`config.mk`:
```
export PLATFORM = sky130hd
export DESIGN_NAME = irq_aggregator
export DESIGN_NICKNAME = d
export VERILOG_FILES = /design/src/rtl/irq_agg_pkg.sv /design/src/rtl/irq_bus_slice.sv /design/src/rtl/irq_rd_mux.sv /design/src/rtl/irq_aggregator.sv
export SDC_FILE = /design/constraint.sdc
export NUM_CORES = 1
export LEC_CHECK = 0
export ABC_AREA = 1
export ABC_CLOCK_PERIOD_IN_PS = 1650
export BUFFER_PORTS_ARGS = -buffer_cell sky130_fd_sc_hd__buf_2
export CORE_ASPECT_RATIO = 0.7
export CORE_MARGIN = 2
export CORE_UTILIZATION = 56
export CTS_CLUSTER_DIAMETER = 100
export CTS_CLUSTER_SIZE = 10
export DETAILED_ROUTE_END_ITERATION = 10
export GPL_ROUTABILITY_DRIVEN = 0
export PLACE_DENSITY_LB_ADDON = 0.25
export SYNTH_ARGS = -nofsm -noshare
export SYNTH_HDL_FRONTEND = slang
export SYNTH_HIERARCHICAL = 1
export SYNTH_SLANG_ARGS = --single-unit
```
`constraint.sdc`:
```
create_clock -name clk_i -period 1.65 [get_ports clk_i]
set_input_delay 0.33 -clock clk_i [delete_from_list [all_inputs] [get_ports clk_i]]
set_output_delay 0.33 -clock clk_i [all_outputs]
set_load 0.05 [all_outputs]
```
`src/rtl/irq_agg_pkg.sv`:
```
package irq_agg_pkg;

   localparam int DATA_W    = 32;
   localparam int EVT_W     = 16;
   localparam int W1C_W     = 15;
   localparam int CTRL_W    = 15;
   localparam int SEL_BIT   = 31;
   localparam int PEND_BIT  = 30;

   typedef enum logic {
      REG_ENABLE = 1'b0,
      REG_STATUS = 1'b1
   } reg_sel_e;

endpackage

```
`src/rtl/irq_bus_slice.sv`:
```
module irq_bus_slice
   import irq_agg_pkg::*;
#(
   parameter int              BUS_ID   = 0,
   parameter int              SLOT_W   = 3,
   parameter logic [EVT_W-1:0] EVT_MASK = 16'hE0FF
) (
   input  logic                 clk_i,
   input  logic                 rst_ni,
   input  logic                 wr_en_i,
   input  logic [SLOT_W-1:0]    wr_slot_i,
   input  reg_sel_e             wr_sel_i,
   input  logic [DATA_W-1:0]    wdata_i,
   input  logic [EVT_W-1:0]     evt_i,
   input  logic                 slv_sel_i,
   input  logic                 slv_pend_i,
   output logic [CTRL_W-1:0]    enable_o,
   output logic [DATA_W-1:0]    status_word_o,
   output logic                 summary_o
);

   localparam logic [SLOT_W-1:0] MY_SLOT = SLOT_W'(BUS_ID);

   logic                 hit_slot;
   logic                 wr_enable;
   logic                 wr_status;
   logic [EVT_W-1:0]     set_vec;
   logic [EVT_W-1:0]     clr_vec;
   logic [EVT_W-1:0]     stat_d;
   logic [EVT_W-1:0]     stat_q;
   logic [CTRL_W-1:0]    enable_q;
   logic                 summary_q;
   logic                 enabled_hit;
   logic                 all_clear;

   assign hit_slot  = wr_en_i && (wr_slot_i == MY_SLOT);
   assign wr_enable = hit_slot && (wr_sel_i == REG_ENABLE);
   assign wr_status = hit_slot && (wr_sel_i == REG_STATUS);

   // One storage cell per implemented event bit; unimplemented positions are tied off.
   for (genvar i = 0; i < EVT_W; i++) begin : g_bit
      if (EVT_MASK[i]) begin : g_live
         assign set_vec[i] = evt_i[i];
         if (i < W1C_W) begin : g_w1c
            assign clr_vec[i] = wr_status && wdata_i[i];
         end else begin : g_sticky
            assign clr_vec[i] = 1'b0;
         end
         // Set wins over clear on the same edge.
         assign stat_d[i] = set_vec[i] | (stat_q[i] & ~clr_vec[i]);
         always_ff @(posedge clk_i or negedge rst_ni) begin
            if (!rst_ni) begin
               stat_q[i] <= 1'b0;
            end else begin
               stat_q[i] <= stat_d[i];
            end
         end
      end else begin : g_tied
         assign set_vec[i] = 1'b0;
         assign clr_vec[i] = 1'b0;
         assign stat_d[i]  = 1'b0;
         assign stat_q[i]  = 1'b0;
      end
   end

   always_ff @(posedge clk_i or negedge rst_ni) begin
      if (!rst_ni) begin
         enable_q <= '0;
      end else if (wr_enable) begin
         enable_q <= wdata_i[CTRL_W-1:0];
      end
   end

   assign enabled_hit = |(set_vec[CTRL_W-1:0] & enable_q);
   assign all_clear   = (stat_d == '0);

   always_ff @(posedge clk_i or negedge rst_ni) begin
      if (!rst_ni) begin
         summary_q <= 1'b0;
      end else if (enabled_hit) begin
         summary_q <= 1'b1;
      end else if (wr_status && all_clear) begin
         summary_q <= 1'b0;
      end
   end

   always_comb begin
      status_word_o              = '0;
      status_word_o[EVT_W-1:0]   = stat_q;
      status_word_o[SEL_BIT]     = slv_sel_i;
      status_word_o[PEND_BIT]    = slv_pend_i;
   end

   assign enable_o  = enable_q;
   assign summary_o = summary_q;

endmodule

```
`src/rtl/irq_rd_mux.sv`:
```
module irq_rd_mux
   import irq_agg_pkg::*;
#(
   parameter int NUM_BUS = 4,
   parameter int SLOT_W  = 3
) (
   input  logic [SLOT_W:0]              addr_i,
   input  logic [NUM_BUS*CTRL_W-1:0]    enable_vec_i,
   input  logic [NUM_BUS*DATA_W-1:0]    status_vec_i,
   input  logic [NUM_BUS-1:0]           summary_i,
   output logic [DATA_W-1:0]            rdata_o
);

   localparam logic [SLOT_W-1:0] SUM_SLOT = {SLOT_W{1'b1}};

   logic [SLOT_W-1:0] slot;
   reg_sel_e          sel;

   assign slot = addr_i[SLOT_W:1];
   assign sel  = reg_sel_e'(addr_i[0]);

   always_comb begin
      rdata_o = '0;
      if (slot == SUM_SLOT && sel == REG_ENABLE) begin
         rdata_o[NUM_BUS-1:0] = summary_i;
      end
      for (int b = 0; b < NUM_BUS; b++) begin
         if (slot == SLOT_W'(b)) begin
            if (sel == REG_STATUS) begin
               rdata_o = status_vec_i[b*DATA_W +: DATA_W];
            end else begin
               rdata_o = {{(DATA_W-CTRL_W){1'b0}}, enable_vec_i[b*CTRL_W +: CTRL_W]};
            end
         end
      end
   end

endmodule

```
`src/rtl/irq_aggregator.sv`:
```
module irq_aggregator
   import irq_agg_pkg::*;
#(
   parameter int               NUM_BUS  = 4,
   parameter logic [EVT_W-1:0] EVT_MASK = 16'hE0FF,
   localparam int              SLOT_W   = $clog2(NUM_BUS + 1),
   localparam int              ADDR_W   = SLOT_W + 1
) (
   input  logic                     clk_i,
   input  logic                     rst_ni,
   input  logic                     wr_en_i,
   input  logic [ADDR_W-1:0]        addr_i,
   input  logic [DATA_W-1:0]        wdata_i,
   input  logic [NUM_BUS*EVT_W-1:0] evt_i,
   input  logic [NUM_BUS-1:0]       slv_sel_i,
   input  logic [NUM_BUS-1:0]       slv_pend_i,
   output logic [DATA_W-1:0]        rdata_o,
   output logic                     irq_o
);

   if (NUM_BUS < 1 || NUM_BUS > 16) begin : g_bad_count
      $error("irq_aggregator: NUM_BUS must be within 1..16");
   end
   if (EVT_MASK[11:8] != 4'h0) begin : g_bad_mask
      $error("irq_aggregator: event bits 8..11 are not implementable");
   end

   logic [NUM_BUS*CTRL_W-1:0] enable_vec;
   logic [NUM_BUS*DATA_W-1:0] status_vec;
   logic [NUM_BUS-1:0]        summary_vec;
   logic [SLOT_W-1:0]         wr_slot;
   reg_sel_e                  wr_sel;

   assign wr_slot = addr_i[ADDR_W-1:1];
   assign wr_sel  = reg_sel_e'(addr_i[0]);

   for (genvar b = 0; b < NUM_BUS; b++) begin : g_bus
      irq_bus_slice #(
         .BUS_ID   (b),
         .SLOT_W   (SLOT_W),
         .EVT_MASK (EVT_MASK)
      ) u_slice (
         .clk_i         (clk_i),
         .rst_ni        (rst_ni),
         .wr_en_i       (wr_en_i),
         .wr_slot_i     (wr_slot),
         .wr_sel_i      (wr_sel),
         .wdata_i       (wdata_i),
         .evt_i         (evt_i[b*EVT_W +: EVT_W]),
         .slv_sel_i     (slv_sel_i[b]),
         .slv_pend_i    (slv_pend_i[b]),
         .enable_o      (enable_vec[b*CTRL_W +: CTRL_W]),
         .status_word_o (status_vec[b*DATA_W +: DATA_W]),
         .summary_o     (summary_vec[b])
      );
   end

   irq_rd_mux #(
      .NUM_BUS (NUM_BUS),
      .SLOT_W  (SLOT_W)
   ) u_rd_mux (
      .addr_i       (addr_i),
      .enable_vec_i (enable_vec),
      .status_vec_i (status_vec),
      .summary_i    (summary_vec),
      .rdata_o      (rdata_o)
   );

   assign irq_o = |summary_vec;

endmodule

```
==> metrics.txt <==
Cell Rows 34; initial antenna violation count 1; vias in the first global route 6421; Crit-path slowest cell clkbuf_16; delay-heaviest family, CP buffers and inverters; H-tree levels 3; core area 12600 um^2; share of layout cells above drive strength 1 34.0%; r2r endpoint g_bus[1].u_slice/summary_o; Critical path buffers and inverters 5; worst r2r src g_bus[1].u_slice/status_word_o[15]; CTS Buf Count 9; CP dominant cell by count buf_12; Initial DRC Count between 600 and 700; Area Overhead vs Synth 27.9%; register area approximately 2700 um^2; gr usage total about 31%; mapped cell area 7310 um^2; fin. max-slew vios 0; fillers 879; hold path cells 3; VDD IR-drop max ~520 uV; r2r worst-path depth 7; final setup TNS -2.08 ns; clk slew on worst S/H paths 0.08 ns; Final Util 74.3%; most common cell after layout, fill and taps aside nand2_1; post-synth cell types 34; clk sinks 108; Final WS setup -0.179 ns; Final Skew around 0.0054 ns; Synth Area in Adders 0%; first drt pass iteration count 5; Mapped Avg Cell Area ~8 um^2; Vias/cell roughly 5.5; max-cap violations 0; crit-path cells buf_12 -> inv_8 -> nand2_8 -> buf_12 -> nor2_4 -> clkbuf_16 -> nand2_1 -> nand3_2 -> buf_6; WHS Endpoint g_bus[0].u_slice/status_word_o[15]; CTS max path bufs 2; Fmax achieved around 550 MHz; Fin. Hold Viols 0; proportion of synthesized area in mux cells under 10%; insertion delay to the later sink of the worst-skew pair around 0.35 ns; RSZ-0062 raised after global routing true; Power Density 810 nW/um^2; WS Path Type in2out; Buffers on Ports 92; CTS tree done; Synth Warn # 6; Die Span Y roughly 100 um; Area after DPL 8260 um^2; minimum clock period 1.83 ns; root buf cell clkbuf_16; register area share after synthesis about 37%; flop2flop setup slack approximately 0.21 ns; endpoint class of the critical path primary output; total grt overflow 0; hold path start evt_i[15]; WL per Instance ~18 um; Synth Register Bits between 100 and 150; vias just under 7000; post-route ant nets 0; Initial Util 58.1%; fin area just over 9000 um^2; Syn Inst Count about 900; post-DP HPWL between 10000 and 15000 um; multi-input logic area 3950 um^2; Yosys top cell by area dfrtp_1; routed wire length 22400 um; main combinational cell family by area after synthesis simple AND/OR/NAND/NOR gates; Critical Path AT about 1.5 ns; share of the synthesized area in the top cell type between 30% and 40%; crit-path max cell delay ~0.22 ns; required time of the critical path 1.32 ns; status complete, but fails checks; die area ~14000 um^2; Leakage 4.57 nW; ranking of synthesized cells by area dfrtp_1 37%, nand2_1 14%, buf_4 9.3%, nand3_1 6.2%, mux2_4 4.9%; global-route wire length before repair 33800 um; post-route clock period utilization 111%; most frequent cells in the layout 251 x nand2_1, 108 x dfrtp_1, 81 x nand3_1, 78 x buf_4, 76 x conb_1; Residual DRC 0; Ports 144; Setup violations, final 18; simple-gate share of the synthesized area 31.5%; pin count of the biggest net entering global routing about 60; Final Power between 7 and 8 mW; Hold WC Path Type in2reg; XOR/XNOR Fraction of Synth Area 0%; crit path max fanout 8; post-layout net count 1181; Compound-Gate Fraction of Synth Area about 6.2%; CP startpoint kind primary input; die width roughly 140 um; failing checks setup timing
-- synthesized netlist by cell type (all sizes together) --
cell type / count
a21oi: 36
a22o: 12
buf: 118
clkbuf: 5
conb: 4
dfrtp: 108
inv: 64
mux2: 52
nand2: 284
nand3: 94
nand3b: 3
nand4: 56
nor2: 35
nor4: 4
o2111ai: 1
o211ai: 3
o21ai: 19
or2: 5
-- area by class of cell --
class                   instances  share of cell area [%]
diodes                          1                  0.0268
flip-flops and latches        108                    28.9
repair buffers                205                    20.6
well taps                     162                    2.17
inverters                      64                    2.86
clock inverters                 7                   0.749
clock buffers                   9                    2.41
multi-input cells             682                    42.3
-- stage by stage --
step / worst slack [ns] / hold WS (ns) / cells
5_1_grt: -0.229 / 0.181 / 1237
2_1_floorplan: 0.0260 / 0.0344 / 975
3_5_place_dp: -0.215 / 0.217 / 1189
3_3_place_gp: -0.193 / 0.216 / 1189
4_1_cts: -0.123 / 0.172 / 1229
6_report: -0.179 / 0.173 / 1238
-- worst reg2reg max path, cell delays in order, from the launching register on --
cell,delay (ns)
dfrtp_1,0.39
or2_2,0.35
nor2_1,0.12
nand3_1,0.09
nor2_1,0.12
nand3_1,0.09
nand2_1,0.08
nand2_1,0.07
-- where the power goes --
group / switching, mW / internal (mW)
registers: 0.259 / 2.99
clock network: 1.08 / 1.07
logic: 1.18 / 0.999
total: 2.52 / 5.06
-- sequential cells by signal (all words and copies together), names as in the netlist --
name / cells
g_bus.u_slice/enable_o: 60
g_bus.u_slice/status_word_o: 44
g_bus.u_slice/summary_o: 4
-- per-layer routing --
| layer | vias up | wire length [um] | global-route usage [%] |
|---|---|---|---|
| li1 | 3181 | - | - |
| met1 | 3222 | 9240 | 42.8 |
| met2 | 389 | 10200 | 48.8 |
| met3 | 66 | 2290 | 7.70 |
| met4 | 0 | 731 | 10.5 |
| met5 | - | 0 | 0 |
-- how the worst max path moves through the flow --
stage	startpoint	end	cells past startpoint
after global routing	g_bus[0].u_slice/enable_o[3]	rdata_o[3]	7
after global placement	addr_i[3]	rdata_o[15]	8
after detailed placement	addr_i[2]	g_bus[2].u_slice/summary_o	11
after CTS	g_bus[0].u_slice/status_word_o[1]	rdata_o[1]	7
final	addr_i[1]	rdata_o[1]	9
after floorplan	addr_i[3]	rdata_o[1]	6
-- cell families after synthesis --
group,count (synthesis)
buffers and inverters,187
AOI/OAI and AO/OA,71
and+or+nand+nor,481
muxes,52
other,4
DFF,108
-- what timing repair did --
item / 4_1_cts / 5_1_grt
pin swaps: 21 / 22
hold endpoints to repair: 14 / 0
setup buffers: 20 / 6
hold buffers: 1 / 0
gates resized for setup: 84 / 40
setup endpoints to repair: 18 / 19
gates cloned: 3 / 3
Note: power is estimated with default switching activity, not from simulation.
